File: src/rtl/rpc_pkg.sv
package rpc_pkg;

  typedef struct packed {
    logic wide;  // 1: 40-cell width
    logic tall;  // 1: 30-cell height
  } rpc_mode_t;

  function automatic logic [7:0] rpc_il_byte(input logic [7:0] v);
    return {v[6:0], v[7]};
  endfunction

endpackage

File: src/rtl/rpc_seq_ctr.sv
module rpc_seq_ctr #(
  parameter int W = 8
) (
  input  logic         clk,
  input  logic         rst_n,
  input  logic         adv,
  input  logic [W-1:0] jump_at,
  input  logic [W-1:0] jump_to,
  output logic [W-1:0] cnt
);

  logic [W-1:0] cnt_nx;

  always_comb begin
    if (cnt == jump_at) cnt_nx = jump_to;
    else                cnt_nx = cnt + 1'b1;
  end

  always_ff @(posedge clk) begin
    if (!rst_n)   cnt <= '0;
    else if (adv) cnt <= cnt_nx;
  end

  // the count only moves on an enabled step
  p_seq_hold_r10: assert property (@(posedge clk) disable iff (!rst_n)
    !adv |=> $stable(cnt));

endmodule

File: src/rtl/rpc_mode_ctl.sv
module rpc_mode_ctl
  import rpc_pkg::*;
#(
  parameter int W = 8
) (
  input  logic         clk,
  input  logic         rst_n,
  input  logic         pix_en,
  input  logic [W-1:0] hpos,
  input  logic [W-1:0] vpos,
  input  logic         wide_req,
  input  logic         tall_req,
  output rpc_mode_t    mode
);

  logic commit;
  assign commit = pix_en && (&hpos) && (vpos == '0);

  always_ff @(posedge clk) begin
    if (!rst_n) begin
      mode <= '0;
    end else if (commit) begin
      mode.wide <= wide_req;
      mode.tall <= tall_req;
    end
  end

  p_mode_hold_r9: assert property (@(posedge clk) disable iff (!rst_n)
    !(pix_en && (&hpos) && (vpos == '0)) |=> $stable(mode));

endmodule

File: src/rtl/rpc_readout.sv
module rpc_readout
  import rpc_pkg::*;
#(
  parameter int W = 8
) (
  input  logic           clk,
  input  logic           rst_n,
  input  logic           latch,
  input  logic           interlace,
  input  logic [W-1:0]   hpos,
  input  logic [W-1:0]   vpos,
  output logic [2*W-1:0] word
);

  logic [W-1:0] vbyte;
  assign vbyte = interlace ? rpc_il_byte(vpos) : vpos;

  always_ff @(posedge clk) begin
    if (!rst_n)     word <= '0;
    else if (latch) word <= {vbyte, hpos};
  end

  p_word_hold_r11: assert property (@(posedge clk) disable iff (!rst_n)
    !latch |=> $stable(word));

  p_word_hpart_r11: assert property (@(posedge clk) disable iff (!rst_n)
    latch |=> word[W-1:0] == $past(hpos));

  p_word_il_r12: assert property (@(posedge clk) disable iff (!rst_n)
    (latch && interlace) |=> word[W] == $past(vpos[W-1]));

endmodule

File: src/rtl/raster_pos_counter.sv
module raster_pos_counter
  import rpc_pkg::*;
#(
  parameter int         W           = 8,
  parameter logic [7:0] H32_LAST    = 8'h94,
  parameter logic [7:0] H32_RESUME  = 8'hE9,
  parameter logic [7:0] H40_LAST    = 8'hB6,
  parameter logic [7:0] H40_RESUME  = 8'hE4,
  parameter logic [7:0] H32_VSTEP   = 8'h84,
  parameter logic [7:0] H40_VSTEP   = 8'hA5,
  parameter logic [7:0] V28_LAST    = 8'hEA,
  parameter logic [7:0] V28_RESUME  = 8'hE5,
  parameter logic [7:0] H32_ACT_END = 8'h7F,
  parameter logic [7:0] H40_ACT_END = 8'h9F,
  parameter logic [7:0] V28_ACT_END = 8'hDF,
  parameter logic [7:0] V30_ACT_END = 8'hEF
) (
  input  logic            clk,
  input  logic            rst_n,
  input  logic            pix_en,
  input  logic            wide_req,
  input  logic            tall_req,
  input  logic            interlace,
  input  logic            latch,
  output logic [W-1:0]    hpos,
  output logic [W-1:0]    vpos,
  output logic            hblank,
  output logic            vblank,
  output logic [2*W-1:0]  pos_word
);

  localparam logic [W-1:0] CNT_TOP = '1;

  rpc_mode_t    mode;
  logic [W-1:0] h_jump_at, h_jump_to, v_jump_at, v_jump_to;
  logic [W-1:0] vstep, vstep_pre;
  logic         v_adv;

  always_comb begin
    h_jump_at = mode.wide ? W'(H40_LAST)   : W'(H32_LAST);
    h_jump_to = mode.wide ? W'(H40_RESUME) : W'(H32_RESUME);
    vstep     = mode.wide ? W'(H40_VSTEP)  : W'(H32_VSTEP);
    vstep_pre = vstep - 1'b1;
    // the 30-cell height has no jump: its jump point is the natural wrap
    v_jump_at = mode.tall ? CNT_TOP : W'(V28_LAST);
    v_jump_to = mode.tall ? '0      : W'(V28_RESUME);
  end

  assign v_adv = pix_en && (hpos == vstep_pre);

  rpc_mode_ctl #(.W(W)) u_mode (
    .clk(clk), .rst_n(rst_n), .pix_en(pix_en), .hpos(hpos), .vpos(vpos),
    .wide_req(wide_req), .tall_req(tall_req), .mode(mode)
  );

  rpc_seq_ctr #(.W(W)) u_hctr (
    .clk(clk), .rst_n(rst_n), .adv(pix_en),
    .jump_at(h_jump_at), .jump_to(h_jump_to), .cnt(hpos)
  );

  rpc_seq_ctr #(.W(W)) u_vctr (
    .clk(clk), .rst_n(rst_n), .adv(v_adv),
    .jump_at(v_jump_at), .jump_to(v_jump_to), .cnt(vpos)
  );

  rpc_readout #(.W(W)) u_rd (
    .clk(clk), .rst_n(rst_n), .latch(latch), .interlace(interlace),
    .hpos(hpos), .vpos(vpos), .word(pos_word)
  );

  assign hblank = hpos > (mode.wide ? W'(H40_ACT_END) : W'(H32_ACT_END));
  assign vblank = vpos > (mode.tall ? W'(V30_ACT_END) : W'(V28_ACT_END));

  p_h32_gap_r2: assert property (@(posedge clk) disable iff (!rst_n)
    !mode.wide |-> !(hpos > W'(H32_LAST) && hpos < W'(H32_RESUME)));

  p_h40_gap_r3: assert property (@(posedge clk) disable iff (!rst_n)
    mode.wide |-> !(hpos > W'(H40_LAST) && hpos < W'(H40_RESUME)));

  p_v_moves_at_step_r4: assert property (@(posedge clk) disable iff (!rst_n)
    !$stable(vpos) |-> hpos == vstep);

  p_v28_jump_r5: assert property (@(posedge clk) disable iff (!rst_n)
    (!mode.tall && vpos == W'(V28_LAST) && pix_en && hpos == vstep_pre)
      |=> vpos == W'(V28_RESUME));

  p_pix_hold_r10: assert property (@(posedge clk) disable iff (!rst_n)
    !pix_en |=> ($stable(hpos) && $stable(vpos)));

endmodule

File: config.mk
export PLATFORM = sky130hd
export DESIGN_NAME = raster_pos_counter
export DESIGN_NICKNAME = d
export VERILOG_FILES = /design/src/rtl/rpc_pkg.sv /design/src/rtl/rpc_seq_ctr.sv /design/src/rtl/rpc_mode_ctl.sv /design/src/rtl/rpc_readout.sv /design/src/rtl/raster_pos_counter.sv
export SDC_FILE = /design/constraint.sdc
export NUM_CORES = 1
export LEC_CHECK = 0
export BUFFER_PORTS_ARGS = -buffer_cell sky130_fd_sc_hd__buf_2
export CAP_MARGIN = 20
export CORE_MARGIN = 1
export CORE_UTILIZATION = 57
export DETAILED_ROUTE_END_ITERATION = 7
export GPL_TIMING_DRIVEN = 0
export PLACE_DENSITY = 0.83
export SETUP_SLACK_MARGIN = 0.15
export SYNTH_ARGS = -nofsm -noshare
export SYNTH_HDL_FRONTEND = slang
export SYNTH_SLANG_ARGS = --single-unit
File: constraint.sdc
create_clock -name clk -period 4.1 [get_ports clk]
set_input_delay 0.205 -clock clk [delete_from_list [all_inputs] [get_ports clk]]
set_output_delay 0.205 -clock clk [all_outputs]
set_load 0.01 [all_outputs]
Word level (Yosys, flattened, before mapping)
Cells that the tools add are included.

Logic and storage cells: 28. Output and inout bits: 34. Input bits: 7. Flip-flop bits (word level): 34.

Add/subtract/negate cells: 3. Multiplexer cells: 10. Eq/ne operators: 3. Reduce and logical (&&, ||, !) cells: 5. Magnitude comparators: 2.

Operator list (count): 8-bit two-way mux (5); 8-bit equality test (3); 6-bit two-way mux (3); 8-bit by 1-bit adder with 8-bit output, second input constant (2); 8-bit greater-than comparator (2); 8-bit zero test (1); 8-bit AND reduction (1); 8-bit by 1-bit subtractor with 8-bit output, second input constant (1); 5-bit two-way mux (1); 4-bit two-way mux (1); 1-bit logical AND (3).

Longest topological paths before layout
Depth after elaboration: 4. Depth in mapped cells: 7. Depth with buffers taken out: 6.

Hierarchy
A second synthesis with hierarchy kept.

Cell total of the unflattened synthesis: 266. Area, all modules: 2417.3 sq um.

Modules (own cells, without submodules): rpc_seq_ctr (times used 2, sequential area each 160.2 sq um, area an instance 723.2 sq um, cells each 82); rpc_readout (times used 1, sequential area each 320.3 sq um, area an instance 665.6 sq um, cells each 61); raster_pos_counter (times used 1, sequential area each 0.0 sq um, area an instance 177.7 sq um, cells each 27); rpc_mode_ctl (times used 1, sequential area each 40.0 sq um, area an instance 127.6 sq um, cells each 14).

Worst setup path before layout
No wires, ideal clock.

Kind: reg2reg. Start: register u_hctr.cnt[1]. End: register u_mode.mode[0] (netlist name). Stages on the path, launching flop included: 6. Period minus slack after synthesis: 1.757 ns. Arrival: 1.624 ns. Setup slack: 2.343 ns. Library setup time: 0.132 ns. Required time: 3.968 ns. Path buffers: 0. Cell sequence: dfxtp_1 ha_1 nand4_1 or4b_1 o21ai_0 a21oi_1.

Longest elaborated chain between the ends: 3.

Ends and longest elaborated chain: from (decl) (RTL line rpc_seq_ctr.sv:9) `output logic [W-1:0] cnt`; from (signal assigned) (RTL line rpc_seq_ctr.sv:21) `else if (adv) cnt <= cnt_nx;`; 8-bit AND reduction (RTL line rpc_mode_ctl.sv:17) `assign commit = pix_en && (&hpos) && (vpos == '0);`; 1-bit logical AND (2 in a row) (RTL line rpc_mode_ctl.sv:17).

Every way passes these cells. A chain may end at the register's enable or synchronous reset.

Worst setup path after layout
Start: register u_hctr.cnt[1]. End: register u_mode.mode[1] (netlist name).

Longest elaborated chain between the ends: 3.

Ends and longest elaborated chain (RTL line): 8-bit AND reduction (rpc_mode_ctl.sv:17); 1-bit logical AND (2 in a row) (rpc_mode_ctl.sv:17).

Every way passes these cells.

==> flow_metrics.env <==
export IMPL_final_net_count=267
export IMPL_post_synth_num_cell_types=51
export IMPL_grt_first_pass_wirelength_microns=6950
export IMPL_cell_area_after_technology_mapping_sq_um=1830
export IMPL_timing_hold_worst_path_depth=3
export IMPL_cts_root_to_sink_buffers=2
export IMPL_tritoncts="yes"
export IMPL_grt_util_all_layers_pct=26.7
export IMPL_cp_arrival_ns=2.25
export IMPL_postSynth_topFlopCell="dfxtp_1"
export IMPL_final_setup_tns_ns=0
export IMPL_synth_yosys_seq_area_share_pct=37.2
export IMPL_slew_limit_headroom_pct=58.4
export IMPL_start_util_pct=60.0
export IMPL_mappedNetlistNets=223
export IMPL_cell_leakage_power_nw=0.963
export IMPL_share_of_the_clock_period_used_by_the_worst_path_pct=49.7
export IMPL_grt_pass1_vias=1549
export IMPL_regToRegEndpoint="u_mode.mode[1]"
export IMPL_routed_wl_microns=4260
export IMPL_remaining_drc_errors=0
export IMPL_pin_count_of_the_biggest_net_entering_global_routing=12
export IMPL_fin_crit_ns=2.04
export IMPL_finalWeightedCongestion=0.866
export IMPL_die_area_sq_um=3440
export IMPL_slew_of_the_pin_with_the_lowest_slew_margin_ns=0.624
export IMPL_synthesis_instances=208
export IMPL_postSynth_asyncResetShare_pct=0
export IMPL_worst_skew_pair_latency_ns=0.34
export IMPL_yosys_warnings=0
export IMPL_drt_pass1_iter_count=4
export IMPL_cp_data_required_time_ns=4.32
export IMPL_viasPerCell=5.85
export IMPL_clock_fmax_mhz=491
export IMPL_ioPinCount=41
export IMPL_final_common_cell="buf_2"
export IMPL_hold_path_startpoint="wide_req"
export IMPL_timing_final_hold_violations=0
export IMPL_finalMaxSlewViolations=0
export IMPL_worst_ir_drop_vdd_uv=220
export IMPL_synthToLayoutAreaGrowth_pct=19.2
export IMPL_routedWlPerCell_microns=14.3
export IMPL_grt_overflow_total=0
export IMPL_most_common_layout_cells="buf_2, dfxtp_1, a21oi_1, nor2_1, mux2i_1"
export IMPL_count_of_cells_along_the_worst_register_to_register_path=5
export IMPL_end_kind="flip-flop"
export IMPL_max_cap_viols=0
export IMPL_synth_edf_count=0
export IMPL_die_h_microns=58.7
export IMPL_drt_iter0_markers=75
export IMPL_holdBufCountCts=0
export IMPL_clk_transition_reported_paths_ns=0.11
export IMPL_cts_buffers=5
export IMPL_ctsRootBufferMaster="clkbuf_4"
export IMPL_number_of_h_tree_levels=2
export IMPL_cts_num_sinks=34
export IMPL_cts_resized_gates=0
export IMPL_postSynthRegisterBits=34
export IMPL_grt_setup_unrepaired="no"
export IMPL_final_setup_viol_count=0
export IMPL_diode_insertion_count_for_antenna_repair=0
export IMPL_cellPowerDensity_nw_per_um2=332
export IMPL_setup_reg_to_reg_worst_slack_ns=2.06
export IMPL_antenna_found_initial=0
export IMPL_cts_repair_timing_setup_buffer_count=0
export IMPL_io_buffers=37
export IMPL_outcome="finished, final reports clean"
export IMPL_post_dp_hpwl_microns=3010
export IMPL_setup_worst_path_start_class="flip-flop"
export IMPL_area_of_the_placeable_core_sq_um=3050
export IMPL_critical_path_class="reg2reg"
export IMPL_vias=1738
export IMPL_antenna_left=0
export IMPL_die_width_microns=58.7
export IMPL_hold_worst_slack_ns=0.128
export IMPL_timing_hold_worst_class="in2reg"
export IMPL_proportion_of_layout_cells_with_a_drive_suffix_above_1_pct=23.3
export IMPL_fin_skew_ns=0.00485
export IMPL_cp_max_fo=9
export IMPL_crit_reg2reg_launch="u_hctr.cnt[1]"
export IMPL_rows=20
export IMPL_syn_area_per_cell_sq_um=8.81
export IMPL_timing_hold_worst_endpoint="u_mode.mode[1]"
metrics by stage:
step	cell area [sq um]	total power [W]	util, %	cells	setup slack, ns
after floorplan	1830	0.000388	-	208	2.34
after global placement	2070	0.000405	67.9	289	2.17
after detailed placement	2070	0.000406	67.9	289	2.11
after CTS	2180	0.000731	71.5	297	2.09
after global routing	2180	0.000750	71.5	297	1.93
final	2180	0.000724	71.5	297	2.06
registers in the layout (all words and copies together), names as in the netlist:
register	cells
u_hctr.cnt	8
u_rd.word	16
u_vctr.cnt	8
u_mode.mode	2
power breakdown:
group          switching (W)  leakage, nW  internal (W)
clock               0.000119       0.0585      0.000207
sequential        0.00000722        0.276      0.000338
combinational      0.0000315        0.629     0.0000227
total               0.000157        0.963      0.000567
layer usage:
layer / track usage [%] / vias up / routed length [microns]
met3: 7.91 / 6 / 276
li1: - / 868 / -
met1: 33.1 / 797 / 1920
met4: 9.52 / 0 / 48
met2: 44.0 / 67 / 2010
met5: 0 / - / 0
synth_stat cells, drive strengths merged (2+ instances only):
master  number  area (sq um)
dfxtp       34           681
a21oi       18          90.1
nor2        18          67.6
mux2i       17           170
nand2       13          48.8
clkbuf      10          48.8
nand3        9          45.0
a211oi       8          60.1
ha           8           100
buf          7          51.3
inv          6          22.5
nand4        5          31.3
o21ai        5          25.0
o22ai        5          31.3
and3         4          26.3
a311oi       3          26.3
o22a         3          27.5
xnor2        3          26.3
a31oi        2          12.5
a41oi        2          17.5
nand3b       2          15.0
nand4b       2          17.5
nor2b        2          12.5
nor4         2          18.8
or2          2          12.5
or3          2          12.5
kinds of logic (layout without fill, tap and decap cells):
group,after synthesis,count (layout),share of synthesized area (%)
adders and majority gates,8,8,5.46
buffers and inverters,24,69,6.90
xor gates and xnor gates,4,4,1.91
AOI/OAI and AO/OA,52,52,18.7
DFF,34,34,37.2
and+or+nand+nor,69,69,20.6
muxes,17,17,9.29
area by class of cell:
type	instances	area (sq um)
fill	253	870
inverter	7	26.3
tap	44	55.1
clock inverter	2	60.1
multi-input combinational	150	1020
clock buffer	6	51.3
sequential	34	681
buffer	17	100
timing repair buffer	37	185
worst max-delay path by stage:
| stage | from | to | slack [ns] | cells past startpoint |
|---|---|---|---|---|
| after floorplan | u_hctr.cnt[1] | u_mode.mode[0] | 2.34 | 5 |
| after global placement | u_hctr.cnt[1] | u_mode.mode[0] | 2.17 | 5 |
| after detailed placement | u_hctr.cnt[1] | u_mode.mode[1] | 2.11 | 5 |
| after CTS | u_hctr.cnt[1] | u_mode.mode[1] | 2.09 | 5 |
| after global routing | u_hctr.cnt[1] | u_mode.mode[1] | 1.93 | 5 |
| final | u_hctr.cnt[1] | u_mode.mode[1] | 2.06 | 5 |
worst max-delay path, cell delays in order (launching register included):
cell	delay, ns
dfxtp_1	0.55
ha_1	0.39
nand4_1	0.15
or4b_1	0.53
o21ai_0	0.20
a21oi_1	0.08
No activity file was read; power rests on OpenSTA's default activity.
